### config.mk
export PLATFORM = sky130hd
export DESIGN_NAME = spi_rport
export DESIGN_NICKNAME = d
export VERILOG_FILES = /design/src/rtl/spi_rport_pkg.sv /design/src/rtl/spi_rport_sync.sv /design/src/rtl/spi_rport_frame.sv /design/src/rtl/spi_rport_budget.sv /design/src/rtl/spi_rport.sv
export SDC_FILE = /design/constraint.sdc
export NUM_CORES = 1
export LEC_CHECK = 0
export ABC_AREA = 1
export BUFFER_PORTS_ARGS = -buffer_cell sky130_fd_sc_hd__buf_2
export CAP_MARGIN = 20
export CORE_ASPECT_RATIO = 2
export CORE_UTILIZATION = 51
export DETAILED_ROUTE_END_ITERATION = 10
export GPL_TIMING_DRIVEN = 0
export PLACE_DENSITY = 0.71
export SYNTH_ARGS = -nofsm -noshare
export SYNTH_HDL_FRONTEND = slang
export SYNTH_SLANG_ARGS = --single-unit
### constraint.sdc
create_clock -name clk -period 5.8 [get_ports clk]
set_input_delay 1.16 -clock clk [delete_from_list [all_inputs] [get_ports clk]]
set_output_delay 1.16 -clock clk [all_outputs]
set_load 0.05 [all_outputs]
### src/rtl/spi_rport_pkg.sv
package spi_rport_pkg;
   localparam int SEG_BITS   = 16;
   localparam int CNT_W      = $clog2(SEG_BITS);
   localparam int ADDR_W     = 7;
   localparam int CMD_WR_POS = 15;
   localparam int ADDR_HI    = 14;
   typedef logic [SEG_BITS-1:0] seg_t;
   typedef logic [ADDR_W-1:0]   addr_t;
   typedef logic [CNT_W-1:0]    bitpos_t;
endpackage

### src/rtl/spi_rport_sync.sv
module spi_rport_sync #(
   parameter int STAGES = 2
) (
   input  logic clk,
   input  logic rst_n,
   input  logic sclk,
   input  logic cs_n,
   input  logic mosi,
   output logic sclk_rise,
   output logic sclk_fall,
   output logic cs_fall,
   output logic cs_rise,
   output logic cs_low,
   output logic mosi_s
);
   initial begin
      assert (STAGES >= 2) else $error("sync chain needs at least two stages");
   end

   for (genvar g = 0; g < STAGES; g++) begin : g_stage
      logic [2:0] q;
      if (g == 0) begin : g_first
         always_ff @(posedge clk or negedge rst_n)
            if (!rst_n) q <= 3'b110;
            else        q <= {sclk, cs_n, mosi};
      end else begin : g_next
         always_ff @(posedge clk or negedge rst_n)
            if (!rst_n) q <= 3'b110;
            else        q <= g_stage[g-1].q;
      end
   end

   logic [2:0] s_q;
   logic       sclk_d, cs_d;
   assign s_q = g_stage[STAGES-1].q;

   always_ff @(posedge clk or negedge rst_n)
      if (!rst_n) begin
         sclk_d <= 1'b1;
         cs_d   <= 1'b1;
      end else begin
         sclk_d <= s_q[2];
         cs_d   <= s_q[1];
      end

   assign sclk_rise = s_q[2] & ~sclk_d;
   assign sclk_fall = ~s_q[2] & sclk_d;
   assign cs_fall   = ~s_q[1] & cs_d;
   assign cs_rise   = s_q[1] & ~cs_d;
   assign cs_low    = ~s_q[1];
   assign mosi_s    = s_q[0];
endmodule

### src/rtl/spi_rport_frame.sv
module spi_rport_frame
   import spi_rport_pkg::*;
(
   input  logic    clk,
   input  logic    rst_n,
   input  logic    sclk_rise,
   input  logic    cs_fall,
   input  logic    cs_rise,
   input  logic    cs_low,
   output logic    seg_done,
   output logic    frame_bad,
   output logic    aligned,
   output logic    locked,
   output bitpos_t bit_pos
);
   initial begin
      assert (SEG_BITS == (1 << CNT_W)) else $error("segment length must be a power of two");
   end

   bitpos_t bit_cnt;
   bitpos_t offset;
   logic    full_seen;
   logic    lock_q;

   always_ff @(posedge clk or negedge rst_n)
      if (!rst_n) begin
         bit_cnt   <= '0;
         offset    <= '0;
         full_seen <= 1'b0;
         lock_q    <= 1'b0;
      end else if (!lock_q) begin
         if (cs_fall) begin
            bit_cnt   <= '0;
            full_seen <= 1'b0;
         end else if (sclk_rise && cs_low) begin
            bit_cnt <= bit_cnt + bitpos_t'(1);
            if (bit_cnt == bitpos_t'(SEG_BITS-1)) full_seen <= 1'b1;
         end
         if (cs_rise && bit_cnt != '0) begin
            if (!full_seen) lock_q <= 1'b1;
            else            offset <= offset + bit_cnt;
         end
      end

   assign seg_done  = sclk_rise && cs_low && !lock_q && offset == '0 &&
                      bit_cnt == bitpos_t'(SEG_BITS-1);
   assign frame_bad = cs_rise && !lock_q && bit_cnt != '0;
   assign aligned   = !lock_q && offset == '0;
   assign locked    = lock_q;
   assign bit_pos   = bit_cnt;

   assert_lock_sticky_R7: assert property (@(posedge clk) disable iff (!rst_n)
      lock_q |=> lock_q);
   assert_offset_moves_at_cs_rise_R8: assert property (@(posedge clk) disable iff (!rst_n)
      !cs_rise |=> $stable(offset));
   assert_short_window_locks_R7: assert property (@(posedge clk) disable iff (!rst_n)
      (cs_rise && !lock_q && !full_seen && bit_cnt != '0) |=> lock_q);
endmodule

### src/rtl/spi_rport_budget.sv
module spi_rport_budget #(
   parameter int BASE_READS = 12,
   parameter int DEC_W      = 16
) (
   input  logic             clk,
   input  logic             rst_n,
   input  logic             drdy,
   input  logic             rd_evt,
   input  logic             clr_ovr,
   input  logic [DEC_W-1:0] dec_rate,
   output logic             overrun
);
   localparam int LIM_W = DEC_W + $clog2(BASE_READS + 1) + 1;

   initial begin
      assert (BASE_READS > 0) else $error("read budget must be positive");
      assert (DEC_W > 0)      else $error("decimation width must be positive");
   end

   logic [LIM_W-1:0] limit;
   logic [LIM_W-1:0] cnt;
   logic             over_set;

   assign limit    = LIM_W'(BASE_READS) * (LIM_W'(dec_rate) + LIM_W'(1));
   assign over_set = rd_evt && !drdy && (cnt >= limit);

   always_ff @(posedge clk or negedge rst_n)
      if (!rst_n) begin
         cnt     <= '0;
         overrun <= 1'b0;
      end else begin
         if (drdy)                        cnt <= rd_evt ? LIM_W'(1) : '0;
         else if (rd_evt && cnt < limit)  cnt <= cnt + LIM_W'(1);
         if (over_set)     overrun <= 1'b1;
         else if (clr_ovr) overrun <= 1'b0;
      end

   assert_excess_read_flags_R5: assert property (@(posedge clk) disable iff (!rst_n)
      (rd_evt && !drdy && cnt >= limit) |=> overrun);
   assert_overrun_sticky_R5: assert property (@(posedge clk) disable iff (!rst_n)
      (overrun && !clr_ovr) |=> overrun);
   assert_drdy_restarts_count_R6: assert property (@(posedge clk) disable iff (!rst_n)
      (drdy && !rd_evt) |=> cnt == '0);
endmodule

### src/rtl/spi_rport.sv
module spi_rport
   import spi_rport_pkg::*;
#(
   parameter int SYNC_STAGES = 2,
   parameter int BASE_READS  = 12,
   parameter int DEC_W       = 16,
   parameter int DIAG_ADDR   = 2,
   parameter int OVR_POS     = 1
) (
   input  logic               clk,
   input  logic               rst_n,
   input  logic               sclk,
   input  logic               cs_n,
   input  logic               mosi,
   output logic               miso,
   output logic               rd_en,
   output logic [ADDR_W-1:0]  rd_addr,
   input  logic [SEG_BITS-1:0] rd_data,
   input  logic               drdy,
   input  logic [DEC_W-1:0]   dec_rate,
   output logic [SEG_BITS-1:0] diag_stat
);
   initial begin
      assert (OVR_POS >= 0 && OVR_POS < SEG_BITS) else $error("overrun bit outside the word");
      assert (DIAG_ADDR >= 0 && DIAG_ADDR < (1 << ADDR_W)) else $error("diag address too wide");
   end

   logic    sclk_rise, sclk_fall, cs_fall, cs_rise, cs_low, mosi_s;
   logic    seg_done, frame_bad, aligned, locked;
   bitpos_t bit_pos;
   logic    overrun;

   spi_rport_sync #(.STAGES(SYNC_STAGES)) sync_i (
      .clk(clk), .rst_n(rst_n), .sclk(sclk), .cs_n(cs_n), .mosi(mosi),
      .sclk_rise(sclk_rise), .sclk_fall(sclk_fall), .cs_fall(cs_fall),
      .cs_rise(cs_rise), .cs_low(cs_low), .mosi_s(mosi_s));

   spi_rport_frame frame_i (
      .clk(clk), .rst_n(rst_n), .sclk_rise(sclk_rise), .cs_fall(cs_fall),
      .cs_rise(cs_rise), .cs_low(cs_low), .seg_done(seg_done),
      .frame_bad(frame_bad), .aligned(aligned), .locked(locked), .bit_pos(bit_pos));

   // receive shift register; the full word is {rx_sh[14:0], mosi_s} at seg_done
   seg_t rx_sh;
   always_ff @(posedge clk or negedge rst_n)
      if (!rst_n)                             rx_sh <= '0;
      else if (sclk_rise && cs_low && aligned) rx_sh <= {rx_sh[SEG_BITS-2:0], mosi_s};

   logic  cmd_wr, is_read, is_diag;
   addr_t cmd_addr;
   assign cmd_wr   = rx_sh[CMD_WR_POS-1];
   assign cmd_addr = rx_sh[ADDR_HI-1 -: ADDR_W];
   assign is_read  = seg_done && !cmd_wr;
   assign is_diag  = cmd_addr == addr_t'(DIAG_ADDR);
   assign rd_en    = is_read && !is_diag;
   assign rd_addr  = cmd_addr;

   spi_rport_budget #(.BASE_READS(BASE_READS), .DEC_W(DEC_W)) budget_i (
      .clk(clk), .rst_n(rst_n), .drdy(drdy), .rd_evt(is_read),
      .clr_ovr(is_read && is_diag), .dec_rate(dec_rate), .overrun(overrun));

   always_comb begin
      diag_stat          = '0;
      diag_stat[OVR_POS] = overrun;
   end

   // transmit shift register: loaded at segment end, shifted on falling edges
   // except the first falling edge of each segment, which presents the MSB
   seg_t tx_sh;
   always_ff @(posedge clk or negedge rst_n)
      if (!rst_n)                        tx_sh <= '0;
      else if (frame_bad || locked)      tx_sh <= '0;
      else if (seg_done)                 tx_sh <= is_read ? (is_diag ? diag_stat : rd_data) : '0;
      else if (sclk_fall && cs_low && aligned && bit_pos != '0)
                                         tx_sh <= {tx_sh[SEG_BITS-2:0], 1'b0};

   assign miso = (cs_low && aligned) ? tx_sh[SEG_BITS-1] : 1'b0;

   assert_rd_single_pulse_R2: assert property (@(posedge clk) disable iff (!rst_n)
      rd_en |=> !rd_en);
   assert_locked_silent_R7: assert property (@(posedge clk) disable iff (!rst_n)
      locked |-> (!rd_en && !miso));
   assert_misaligned_silent_R8: assert property (@(posedge clk) disable iff (!rst_n)
      !aligned |-> (!rd_en && !miso));
   assert_diag_read_no_fetch_R4: assert property (@(posedge clk) disable iff (!rst_n)
      (is_read && is_diag) |-> !rd_en);
endmodule

==> summary.txt <==
Yosys
  – Synth Flop Type: dfrtp_1
  – Most frequent cell after synthesis: nand2_1
  – Syn avg cell area: 7.641 µm²
  – Number of synthesized register bits: ~70
  – Ranking of synthesized cells by area: dfrtp_1 (30%), nand2_1 (11%), ha_1 (9.8%)
  – Post-synthesis instance area: between 5000 and 6000 µm²
  – Dominant cell type by area after synthesis: dfrtp_1
  – Post-synth top area share: 0.2961
  – Asr flop ratio synth: 1.000
  – Distinct cells, synth: 50
  – Post-synthesis sequential area ratio: 0.3248
  – Synth Warn #: 0
  – Number of flops mapped to enable cells by yosys: 0
  – Mapped Cells: 719
  – Commonest cells in the netlist: nand2_1 (160), inv_1 (80), dfrtp_1 (65)

Min path
  – HP Class: reg2reg

Cells and area
  – Syn-to-layout area delta: 14.12%
  – Flip-flop and latch area: between 1500 and 2000 µm²
  – Fin nets: 873
  – Final core utilization: 0.5984
  – Ant. Diodes: 0
  – Layout cells sized above 1: 0.1746
  – Multi-input logic area: 3232 µm²
  – Fillcell total: 1024

Drt
  – Antenna Nets Post-Route: 0
  – Drt drc: 0
  – Via Count: ~5100
  – Via/cell ratio: between 5 and 6
  – Routed wire length per instance: 14.52 µm
  – DR iter-0 viols: 236
  – Final WL: 13.55 mm
  – First-pass iteration count of the detailed router: 4

Global route
  – Global-route wire length before repair: 22.09 mm
  – Largest net degree at the start of global routing: 72
  – Initial antenna violation count: 0
  – Vias in the first global route: 5142
  – All-Layer GR Usage: 0.2597
  – Congestion Overflow GR: 0

Clocking
  – Clock Sinks: 71
  – Clk buf depth: 2
  – Worst-path clk slew: 0.05 ns
  – Clk root buf: clkbuf_16
  – Post-CTS Hold Fix Bufs: 0
  – Post-cts repair resize count: 0
  – Setup Buffers After CTS: 0
  – TritonCTS clock tree: done
  – H-Tree Depth: 3
  – Cts bufs inserted: 9
  – Clock latency on the worst-skew pair: 0.34 ns

Timing
  – Final min period: 5.250 ns
  – Final WS setup: 0.5500 ns
  – Transition time of the tightest slew-check pin: 0.8692 ns
  – Setup violators final: 0
  – Final period util: 0.9052
  – Fmax: roughly 190 MHz
  – Hold Slack: 0.3459 ns
  – Final hold violation count: 0
  – Max-slew violations: 0
  – Final TNS setup: 0 ns
  – Worst clock skew: 0.009405 ns
  – RSZ-0062 raised after global routing: false
  – Slew margin rel.: 0.4205

Placed design
  – Final GP Congestion: 0.9097
  – Setup slack at placement: -0.1317 ns
  – Dpl hpwl: 10.97 mm
  – Buffers added on ports: between 40 and 50

Worst setup path
  – Critical path capture point type: flip-flop
  – Worst Path Arrival: 5.48 ns
  – Startpoint Class: primary input
  – Critical Path RT: 6.03 ns
  – Critical Path Fanout Max: 10
  – Kind of critical path: in2reg

Run
  – Max cap viols: 0

Floorplan
  – DIE HEIGHT: 148.8 µm
  – Initial Utilization: 0.5244
  – Rows: 53
  – # IOs: 63
  – Total Die Area: 11220 µm²
  – Die width: 75.39 µm
  – Core Area: 10480 µm²

Pwr
  – Worst ir drop on vdd: 0.1639 mV
  – Pwr dens: 252.7 nW/µm²
  – Leakage power: 3.107 nW

Run status
  – Outcome: completed
## per-layer routing
| metal | wire length [µm] | vias to the layer above | track usage | share of wire |
|---|---|---|---|---|
| met2 | 8011 | 133 | 0.5170 | 0.59 |
| met1 | 4443 | 2373 | 0.2128 | 0.33 |
| met4 | 730 | 0 | 0.1806 | 0.054 |
| met3 | 366 | 48 | 0.03581 | 0.027 |
| met5 | 0 | - | 0 | 0 |
| li1 | - | 2502 | - | - |
## critical path: stages
cell and delay, ns:
buf_2 0.14, nand3_2 0.12, nor2_2 0.20, nand2_1 0.13, nor2_1 0.14, nand2_1 0.08, nor2_1 0.18, nand3_1 0.11
xor2_1 0.22, inv_1 0.11, ha_1 0.38, a21oi_1 0.18, inv_1 0.08, a221oi_2 0.33, nand2_1 0.08, nor2_1 0.16
ha_1 0.28, a21oi_1 0.14, o21ai_0 0.13, nor2_2 0.25, nand4_4 0.20, nand2_2 0.21, buf_2 0.25, nand2_1 0.08
o21ai_0 0.11
## final cells by class
type | instances | share of cell area
buffer | 35 | 0.03672
inverter | 84 | 0.05029
sequential | 71 | 0.2846
multi-input combinational | 543 | 0.5155
clock buffer | 10 | 0.03812
clock inverter | 6 | 0.009579
tap | 137 | 0.02734
timing repair buffer | 47 | 0.03792
## sequential cells by signal (all words and copies together) (netlist names), 4 cells and up
| signal | flops |
|---|---|
| frame_i.bit_pos | 4 |
| budget_i.cnt | 21 |
| sync_i.g_stage.q | 6 |
| tx_sh | 16 |
| rx_sh | 15 |
| frame_i.offset | 4 |
## final timing paths
path                                         from                      to  slack, ns  cells after the start
min in group asynchronous                   rst_n                rx_sh[4]       0.92                      1
max in group asynchronous                   rst_n       frame_i.offset[1]       4.28                      1
setup / recovery                      dec_rate[0]         budget_i.cnt[4]       0.55                     25
setup reg to reg                  budget_i.cnt[8]         budget_i.cnt[4]       3.34                     10
hold reg to reg            sync_i.g_stage[0].q[0]  sync_i.g_stage[1].q[0]       0.35                      0
hold / removal             sync_i.g_stage[0].q[0]  sync_i.g_stage[1].q[0]       0.35                      0
## logic make-up (layout without fill, tap and decap cells)
logic type | after synthesis | in the layout | share of synthesized area
buffers and inverters | 119 | 182 | 0.09907
AOI/OAI and AO/OA | 110 | 110 | 0.1168
xor gates and xnor gates | 37 | 37 | 0.06035
muxes | 9 | 9 | 0.01822
other | 1 | 15 | 0.0006826
adders and majority gates | 44 | 44 | 0.1016
and+or+nand+nor | 328 | 328 | 0.2785
DFF | 71 | 71 | 0.3248
## power breakdown
part	total (mW)	leakage, nW	switching [mW]	internal (mW)
logic	0.448	2.02	0.291	0.156
clock network	0.547	0.144	0.205	0.342
registers	0.590	0.939	0.0438	0.546
total	1.58	3.11	0.540	1.04
## placed cells by master (no fill, tap or decap), types with 3 or more instances in the layout
| cell type | n |
|---|---|
| nor2_2 | 6 |
| nand3_1 | 51 |
| xor2_1 | 23 |
| clkbuf_1 | 6 |
| nor2_1 | 46 |
| conb_1 | 15 |
| o31ai_1 | 9 |
| clkinv_2 | 3 |
| inv_1 | 80 |
| a21oi_1 | 31 |
| a31oi_1 | 4 |
| o21ai_0 | 36 |
| buf_4 | 24 |
| clkbuf_16 | 9 |
| dfstp_2 | 6 |
| nand2_2 | 9 |
| nand4_1 | 21 |
| dfrtp_1 | 65 |
| xnor2_1 | 13 |
| inv_2 | 4 |
| nor3_1 | 12 |
| nor3_2 | 3 |
| nand2_1 | 160 |
| buf_2 | 49 |
| o21ai_1 | 6 |
| ha_1 | 43 |
| mux2_2 | 8 |
| a22oi_1 | 14 |
| nor4_1 | 6 |
## stage by stage
step / cell area, µm² / total power [mW] / instances
after detailed placement: 5956 / 1.045 / 917
after floorplan: 5547 / 0.9352 / 733
after CTS: 6255 / 1.595 / 933
after global placement: 5953 / 1.032 / 917
final: 6270 / 1.585 / 933
after global routing: 6270 / 1.669 / 933
No activity file was read; power rests on OpenSTA's default activity.
